--- src/rtl/uart_mctl_pkg.sv ---
// Shared constants for the modem control block: register bit positions,
// status line indices and the modem vector type.
package uart_mctl_pkg;
    localparam int CTL_W  = 8;   // processor data width
    localparam int NMDM   = 4;   // modem lines in each direction
    localparam int CTL_USED = NMDM + 1;

    // Control register bit positions (behavioural: software decodes them)
    localparam int CB_DTR  = 0;
    localparam int CB_RTS  = 1;
    localparam int CB_OUT1 = 2;
    localparam int CB_OUT2 = 3;
    localparam int CB_LOOP = 4;

    // Status line indices (levels sit at NMDM + index, flags at index)
    localparam int SI_CTS = 0;
    localparam int SI_DSR = 1;
    localparam int SI_RI  = 2;
    localparam int SI_DCD = 3;

    typedef logic [NMDM-1:0] mdm_vec_t;
endpackage

--- src/rtl/mctl_reg.sv ---
// Control register: stores the low CTL_USED bits of each write.
// Assumes wr_en is a single-cycle strobe in the clk domain.
module mctl_reg
    import uart_mctl_pkg::*;
#(
    parameter int W    = CTL_W,
    parameter int USED = CTL_USED
) (
    input  logic            clk,
    input  logic            rst_n,
    input  logic            wr_en,
    input  logic [W-1:0]    wr_data,
    output logic [USED-1:0] ctl
);
    logic unused_hi;
    assign unused_hi = ^wr_data[W-1:USED];

    // Capture the writable bits; reset returns every output to inactive.
    always_ff @(posedge clk) begin
        if (!rst_n)
            ctl <= '0;
        else if (wr_en)
            ctl <= wr_data[USED-1:0];
    end
endmodule

--- src/rtl/mctl_route.sv ---
// Combinational routing of serial and modem signals between the pins
// and the core, with the loopback selection. No state.
module mctl_route
    import uart_mctl_pkg::*;
(
    input  logic [CTL_USED-1:0] ctl,
    input  logic                tx_serial,
    input  logic                sin_pin,
    input  mdm_vec_t            sts_pin_n,  // active-low, SI_* order
    output logic                sout,
    output logic                rx_serial,
    output mdm_vec_t            drv_n,      // active-low, CB_* order
    output mdm_vec_t            lvl         // active-high, SI_* order
);
    logic loop;
    assign loop = ctl[CB_LOOP];

    // Serial path: idle marking level out, transmitter into receiver in loopback.
    always_comb begin
        sout      = loop ? 1'b1 : tx_serial;
        rx_serial = loop ? tx_serial : sin_pin;
    end

    // Modem output pins: inverted register bits, held inactive in loopback.
    always_comb begin
        for (int i = 0; i < NMDM; i++)
            drv_n[i] = loop | ~ctl[i];
    end

    // Status levels: from pins normally, from register bits in loopback.
    always_comb begin
        if (loop) begin
            lvl[SI_CTS] = ctl[CB_RTS];
            lvl[SI_DSR] = ctl[CB_DTR];
            lvl[SI_RI]  = ctl[CB_OUT1];
            lvl[SI_DCD] = ctl[CB_OUT2];
        end else begin
            lvl = ~sts_pin_n;
        end
    end
endmodule

--- src/rtl/mctl_delta.sv ---
// Change detection for the modem status levels. Each line keeps its last
// level and a sticky flag. Line RI_IDX flags only a 1->0 edge; all the
// others flag either edge. Assumes lvl is synchronous to clk.
module mctl_delta
    import uart_mctl_pkg::*;
#(
    parameter int N      = NMDM,
    parameter int RI_IDX = SI_RI
) (
    input  logic         clk,
    input  logic         rst_n,
    input  logic [N-1:0] lvl,
    input  logic         clr,
    output logic [N-1:0] flag
);
    logic [N-1:0] prev;
    logic [N-1:0] det;

    for (genvar i = 0; i < N; i++) begin : g_line
        if (i == RI_IDX) begin : g_trail
            assign det[i] = prev[i] & ~lvl[i];
        end else begin : g_any
            assign det[i] = prev[i] ^ lvl[i];
        end
    end

    // Remember levels; keep flags sticky, clear on read but keep new hits.
    always_ff @(posedge clk) begin
        if (!rst_n) begin
            prev <= '0;
            flag <= '0;
        end else begin
            prev <= lvl;
            flag <= (clr ? '0 : flag) | det;
        end
    end
endmodule

--- src/rtl/uart_modem_ctl.sv ---
// Modem control top: register, pin/loopback routing, change flags and the
// modem status interrupt. Assumes all inputs are synchronous to clk.
module uart_modem_ctl
    import uart_mctl_pkg::*;
(
    input  logic             clk,
    input  logic             rst_n,
    input  logic             wr_en,
    input  logic [CTL_W-1:0] wr_data,
    output logic [CTL_W-1:0] ctl_q,
    input  logic             sts_rd,
    output logic [CTL_W-1:0] sts_q,
    input  logic             msi_en,
    output logic             msi_irq,
    input  logic             tx_serial,
    output logic             rx_serial,
    input  logic             sin_pin,
    output logic             sout,
    input  logic             cts_n,
    input  logic             dsr_n,
    input  logic             ri_n,
    input  logic             dcd_n,
    output logic             dtr_n,
    output logic             rts_n,
    output logic             out1_n,
    output logic             out2_n
);
    logic [CTL_USED-1:0] ctl;
    mdm_vec_t            pin_n;
    mdm_vec_t            drv_n;
    mdm_vec_t            lvl;
    mdm_vec_t            flag;

    mctl_reg #(.W(CTL_W), .USED(CTL_USED)) u_reg (
        .clk     (clk),
        .rst_n   (rst_n),
        .wr_en   (wr_en),
        .wr_data (wr_data),
        .ctl     (ctl)
    );

    // Gather the status pins into index order.
    always_comb begin
        pin_n[SI_CTS] = cts_n;
        pin_n[SI_DSR] = dsr_n;
        pin_n[SI_RI]  = ri_n;
        pin_n[SI_DCD] = dcd_n;
    end

    mctl_route u_route (
        .ctl       (ctl),
        .tx_serial (tx_serial),
        .sin_pin   (sin_pin),
        .sts_pin_n (pin_n),
        .sout      (sout),
        .rx_serial (rx_serial),
        .drv_n     (drv_n),
        .lvl       (lvl)
    );

    mctl_delta #(.N(NMDM), .RI_IDX(SI_RI)) u_delta (
        .clk   (clk),
        .rst_n (rst_n),
        .lvl   (lvl),
        .clr   (sts_rd),
        .flag  (flag)
    );

    // Drive the readback words, output pins and the interrupt.
    always_comb begin
        ctl_q   = {{(CTL_W-CTL_USED){1'b0}}, ctl};
        sts_q   = {lvl, flag};
        msi_irq = msi_en & (|flag);
        dtr_n   = drv_n[CB_DTR];
        rts_n   = drv_n[CB_RTS];
        out1_n  = drv_n[CB_OUT1];
        out2_n  = drv_n[CB_OUT2];
    end
endmodule

--- config.mk ---
export PLATFORM = sky130hd
export DESIGN_NAME = uart_modem_ctl
export DESIGN_NICKNAME = d
export VERILOG_FILES = /design/src/rtl/uart_mctl_pkg.sv /design/src/rtl/mctl_reg.sv /design/src/rtl/mctl_route.sv /design/src/rtl/mctl_delta.sv /design/src/rtl/uart_modem_ctl.sv
export SDC_FILE = /design/constraint.sdc
export NUM_CORES = 1
export LEC_CHECK = 0
export BUFFER_PORTS_ARGS = -buffer_cell sky130_fd_sc_hd__buf_4
export CORE_MARGIN = 5
export CORE_UTILIZATION = 40
export CTS_CLUSTER_SIZE = 14
export DETAILED_ROUTE_END_ITERATION = 8
export PLACE_DENSITY_LB_ADDON = 0.25
export SLEW_MARGIN = 0
export SYNTH_ARGS = -nofsm -noshare
export SYNTH_HDL_FRONTEND = slang
export SYNTH_SLANG_ARGS = --single-unit
--- constraint.sdc ---
create_clock -name clk -period 1.4 [get_ports clk]
set_input_delay 0.14 -clock clk [delete_from_list [all_inputs] [get_ports clk]]
set_output_delay 0.14 -clock clk [all_outputs]
set_load 0.05 [all_outputs]
# Word level (Yosys, flattened, before mapping)
# Cells that the tools add are included.
# word_totals
input_bits	19
wordCells	24
register_bits	13
out_inout_bits	23
# classes
mux	4
n_bitwise	16
n_reduce_logical	1
# ops
op	count
2-to-1 mux 4 bit	2
NOT 1 bit	5
NOT 4 bit	1
bitwise OR 1 bit	4
bitwise OR 4 bit	1
OR reduction 4 bit	1
bitwise XOR 1 bit	3
bitwise AND 1 bit	2
2-to-1 mux 1 bit	2

# Depth between registers and ports, before layout
# logic_depth
word_depth	5
mapped_depth	4
ltp_nobuf	3

# By module
# From an unflattened synthesis, not the netlist that was laid out.
# hier_totals
cells_unflattened	60
area_unflattened_um2	600.6
# by_module_without_submodules
module	n_inst	seq_area_each_um2	area_per_inst_um2	cells_per_inst
mctl_delta	1	160.2	276.5	24
mctl_reg	1	100.1	192.7	16
mctl_route	1	0.0	93.8	15
uart_modem_ctl	1	0.0	37.5	5

# Worst setup path after synthesis
# OpenSTA, ideal clock, no wires.
# synth_timing
path_type	reg-to-reg
from	reg u_reg.ctl[4]
to	reg u_delta.prev[2]
synth_period_minus_slack_ns	1.823
path_buffers	1
stages_incl_launch_ff	5
arrival_ns	1.761
t_required_ns	1.338
setup_slack_ns	-0.423
setup_time_ns	0.062
cell_sequence	dfxtp_1 > buf_6 > nor2b_1 > nor2_1 > and2_1
# synth_between
elab_chain_cells	1
# synth_lines
item	line_no	text
start, declared	mctl_reg.sv:13	output logic [USED-1:0] ctl
start signal, assigned	mctl_reg.sv:23	ctl <= wr_data[USED-1:0];
2-to-1 mux 4 bit	mctl_route.sv:32	if (loop) begin
via sts_q[6]	uart_modem_ctl.sv:12	output logic [CTL_W-1:0] sts_q,
end signal, assigned	mctl_delta.sv:33	prev <= lvl;
end, declared	mctl_delta.sv:16	logic [N-1:0] prev;
# The timed path passes the listed nets, and every way through them passes these cells.
# A chain may end at the register's enable or synchronous reset.

# Final worst setup path
# layout_timing
from	reg u_reg.ctl[4]
to	out sts_q[7]
# layout_between
elab_chain_cells	1
# layout_lines
item	line_no
2-to-1 mux 4 bit	mctl_route.sv:32
end, declared	uart_modem_ctl.sv:12
# No other way between the ends.

==> results.py <==
metrics = {
    "hold_path": {
        "min_path_type": "in -> reg",
        "hold_depth": 3,
    },
    "finish": {
        "syn2layout_area_growth_pct": 53.7,
        "multiInputGateArea_sq_um": 363,
        "fin_nets": 127,
        "fill_cells": 129,
        "diodes": 0,
        "final_layout_size_suffix_gt1_share_pct": 50.5,
        "fin_area_sq_um": 1010,
        "seq_area_sq_um": 267,
    },
    "placed_design": {
        "placed_cell_area_sq_um": 917,
        "gp_congestion": 0.665,
        "hpwl_mm": 1.32,
        "io_buffers": 35,
    },
    "floorplan": {
        "die-area_sq_um": 2540,
        "die_h_microns": 50.4,
        "io_pins": 42,
        "core_sq_um": 1520,
        "placementRows": 14,
        "dieWidth_microns": 50.4,
        "initial_utilization_pct": 42.9,
    },
    "global_route": {
        "antenna_found_initial": 0,
        "grt_pass1_wl_mm": 2.79,
        "grt-ovfl-total": 0,
        "grt_pass1_vias": 639,
        "grt_max_degree": 14,
        "track_usage_pct": 14.2,
    },
    "logic_synthesis": {
        "ys_ff_latch": 13,
        "synthCells": 69,
        "yosysWarnings": 0,
        "postSynthAreaPerCell_sq_um": 9.48,
        "ys_types": 26,
        "seq_area_frac_synth_pct": 39.8,
        "synthesis.area_sq_um": 654,
    },
    "clock_tree": {
        "clock_path_buffers": 2,
        "clock-sinks": 13,
        "clk_latency_ns": 0.28,
        "cts_root_buf": "clkbuf_4",
        "holdBufCountCts": 0,
        "cts.clk_slew.worst_paths_ns": 0.08,
        "h-tree-depth": 1,
        "cts_buffers": 3,
        "cts_tree": "done",
    },
    "critical_path": {
        "reg2regPathDepth": 4,
        "cp.required_ns": 1.26,
        "cp_max_fo": 7,
        "crit_type": "reg -> out",
        "crit_arrival_ns": 1.23,
        "cp-start-kind": "flop",
        "cp-end-kind": "output port",
    },
    "power_and_ir_drop": {
        "irDropWorstVdd_uv": 800,
        "p_leak_nw": 0.489,
        "power.density_nw_per_um2": 1070,
    },
    "timing": {
        "hold_violations": 0,
        "rsz0062_at_grt": "true",
        "finalCritPeriodShare_pct": 98.0,
        "fin_tns_setup_ns": 0,
        "skew_ns": 0.00452,
        "setup_viol": 0,
        "finalMaxSlewViolations": 0,
        "fin_crit_ns": 1.37,
        "fmax_ghz": 0.729,
    },
    "run_status": {
        "status": "complete, no violations",
    },
    "drt": {
        "wire_per_inst_microns": 14.1,
        "antenna_left": 0,
        "via_per_inst": 5.15,
        "dr_total_vias": 633,
        "drt-total-wl_mm": 1.73,
        "drc": 0,
        "drtIter0Drc": 7,
        "first_pass_iters": 4,
    },
    "flow_run": {
        "maxCapViolations": 0,
    },
}
==> flip-flops by register name, indices dropped and copies added, names as in the netlist <==
name          flops
u_reg.ctl         5
u_delta.flag      4
u_delta.prev      4
==> cell usage after synthesis <==
| master | number | area, sq um |
|---|---|---|
| a21boi_0 | 1 | 7.51 |
| a221o_1 | 2 | 20.0 |
| and2_1 | 3 | 18.8 |
| and2_2 | 1 | 7.51 |
| and3_1 | 3 | 18.8 |
| and3_2 | 1 | 7.51 |
| buf_4 | 3 | 22.5 |
| buf_6 | 1 | 11.3 |
| clkbuf_1 | 2 | 7.51 |
| conb_1 | 1 | 3.75 |
| dfxtp_1 | 13 | 260 |
| inv_1 | 4 | 15.0 |
| mux2_2 | 1 | 11.3 |
| mux2i_1 | 5 | 50.1 |
| nand2_1 | 5 | 18.8 |
| nand2b_1 | 4 | 25.0 |
| nand2b_4 | 2 | 27.5 |
| nor2_1 | 1 | 3.75 |
| nor2b_1 | 7 | 43.8 |
| o2111ai_1 | 3 | 26.3 |
| o211a_1 | 1 | 10.0 |
| o21a_1 | 1 | 7.51 |
| o21ai_0 | 1 | 5.00 |
| o41a_1 | 1 | 11.3 |
| or2_2 | 1 | 6.26 |
| or2b_1 | 1 | 7.51 |
==> worst max-delay path: stages (launching register included) <==
cell and delay (ns):
dfxtp_4 0.37, buf_4 0.13, nand2b_1 0.15, o21a_2 0.14, buf_6 0.15
==> final cells by class <==
type / instances / area share [%]
clock buffers: 4 / 2.61
inverters: 4 / 1.49
multi-input cells: 48 / 36.1
flip-flops and latches: 13 / 26.5
well taps: 16 / 1.99
repair buffers: 38 / 31.3
==> report_power, final <==
group          switching (mW)  internal, mW
sequential             0.0244         0.399
clock                   0.126         0.111
combinational           0.254         0.163
==> per-stage QoR <==
step                std cells  worst slack, ns  hold slack [ns]  power (mW)  utilization (%)
global route              123          -0.0241            0.127        1.13             66.0
global placement          116            0.196            0.396       0.810             60.2
detailed placement        116            0.171            0.406       0.818             60.2
floorplan                  71           0.0384            0.286       0.705                -
finish                    123           0.0281            0.113        1.08             66.0
CTS                       123          -0.0277            0.113        1.07             64.1
==> per-layer routing <==
| metal | global-route usage, % | routed length, microns | vias up |
|---|---|---|---|
| met5 | 0 | 0 | - |
| met4 | 7.23 | 43 | 0 |
| met3 | 5.03 | 160 | 6 |
| met2 | 23.8 | 867 | 28 |
| met1 | 15.6 | 657 | 294 |
| li1 | - | - | 305 |
==> final timing paths <==
check,start,to,slack [ns]
max reg2reg,u_reg.ctl[4]$_SDFFE_PN0P_,u_delta.flag[0]$_SDFF_PN0_,0.07
min reg2reg,u_delta.prev[2]$_SDFF_PN0_,u_delta.flag[2]$_SDFF_PN0_,0.51
max,u_reg.ctl[4]$_SDFFE_PN0P_,sts_q[7],0.03
min,wr_data[3],u_reg.ctl[3]$_SDFFE_PN0P_,0.11
==> layout by cell type, fill, tap and decap left out, drive strengths merged, types with 2 or more instances in the layout <==
master   instances
a221o            2
and2             4
and3             4
buf             38
clkbuf           4
conb             3
dfxtp           13
inv              4
mux2i            5
nand2            5
nand2b           6
nor2b            7
o2111ai          3
==> kinds of logic (layout without fill, tap and decap cells) <==
group	count (synthesis)	count (layout)	synth area share, %
compound gates	10	10	13.4
buf+inv	10	46	8.60
flops	13	13	39.8
mux	6	6	9.37
other cells	1	3	0.573
simple gates	29	29	28.3
==> timing repair <==
action	4_1_cts	5_1_grt
resized for setup	5	11
setup buffers	3	0
endpoints found under the setup margin	1	6
Power figures use the tool's default switching activity.
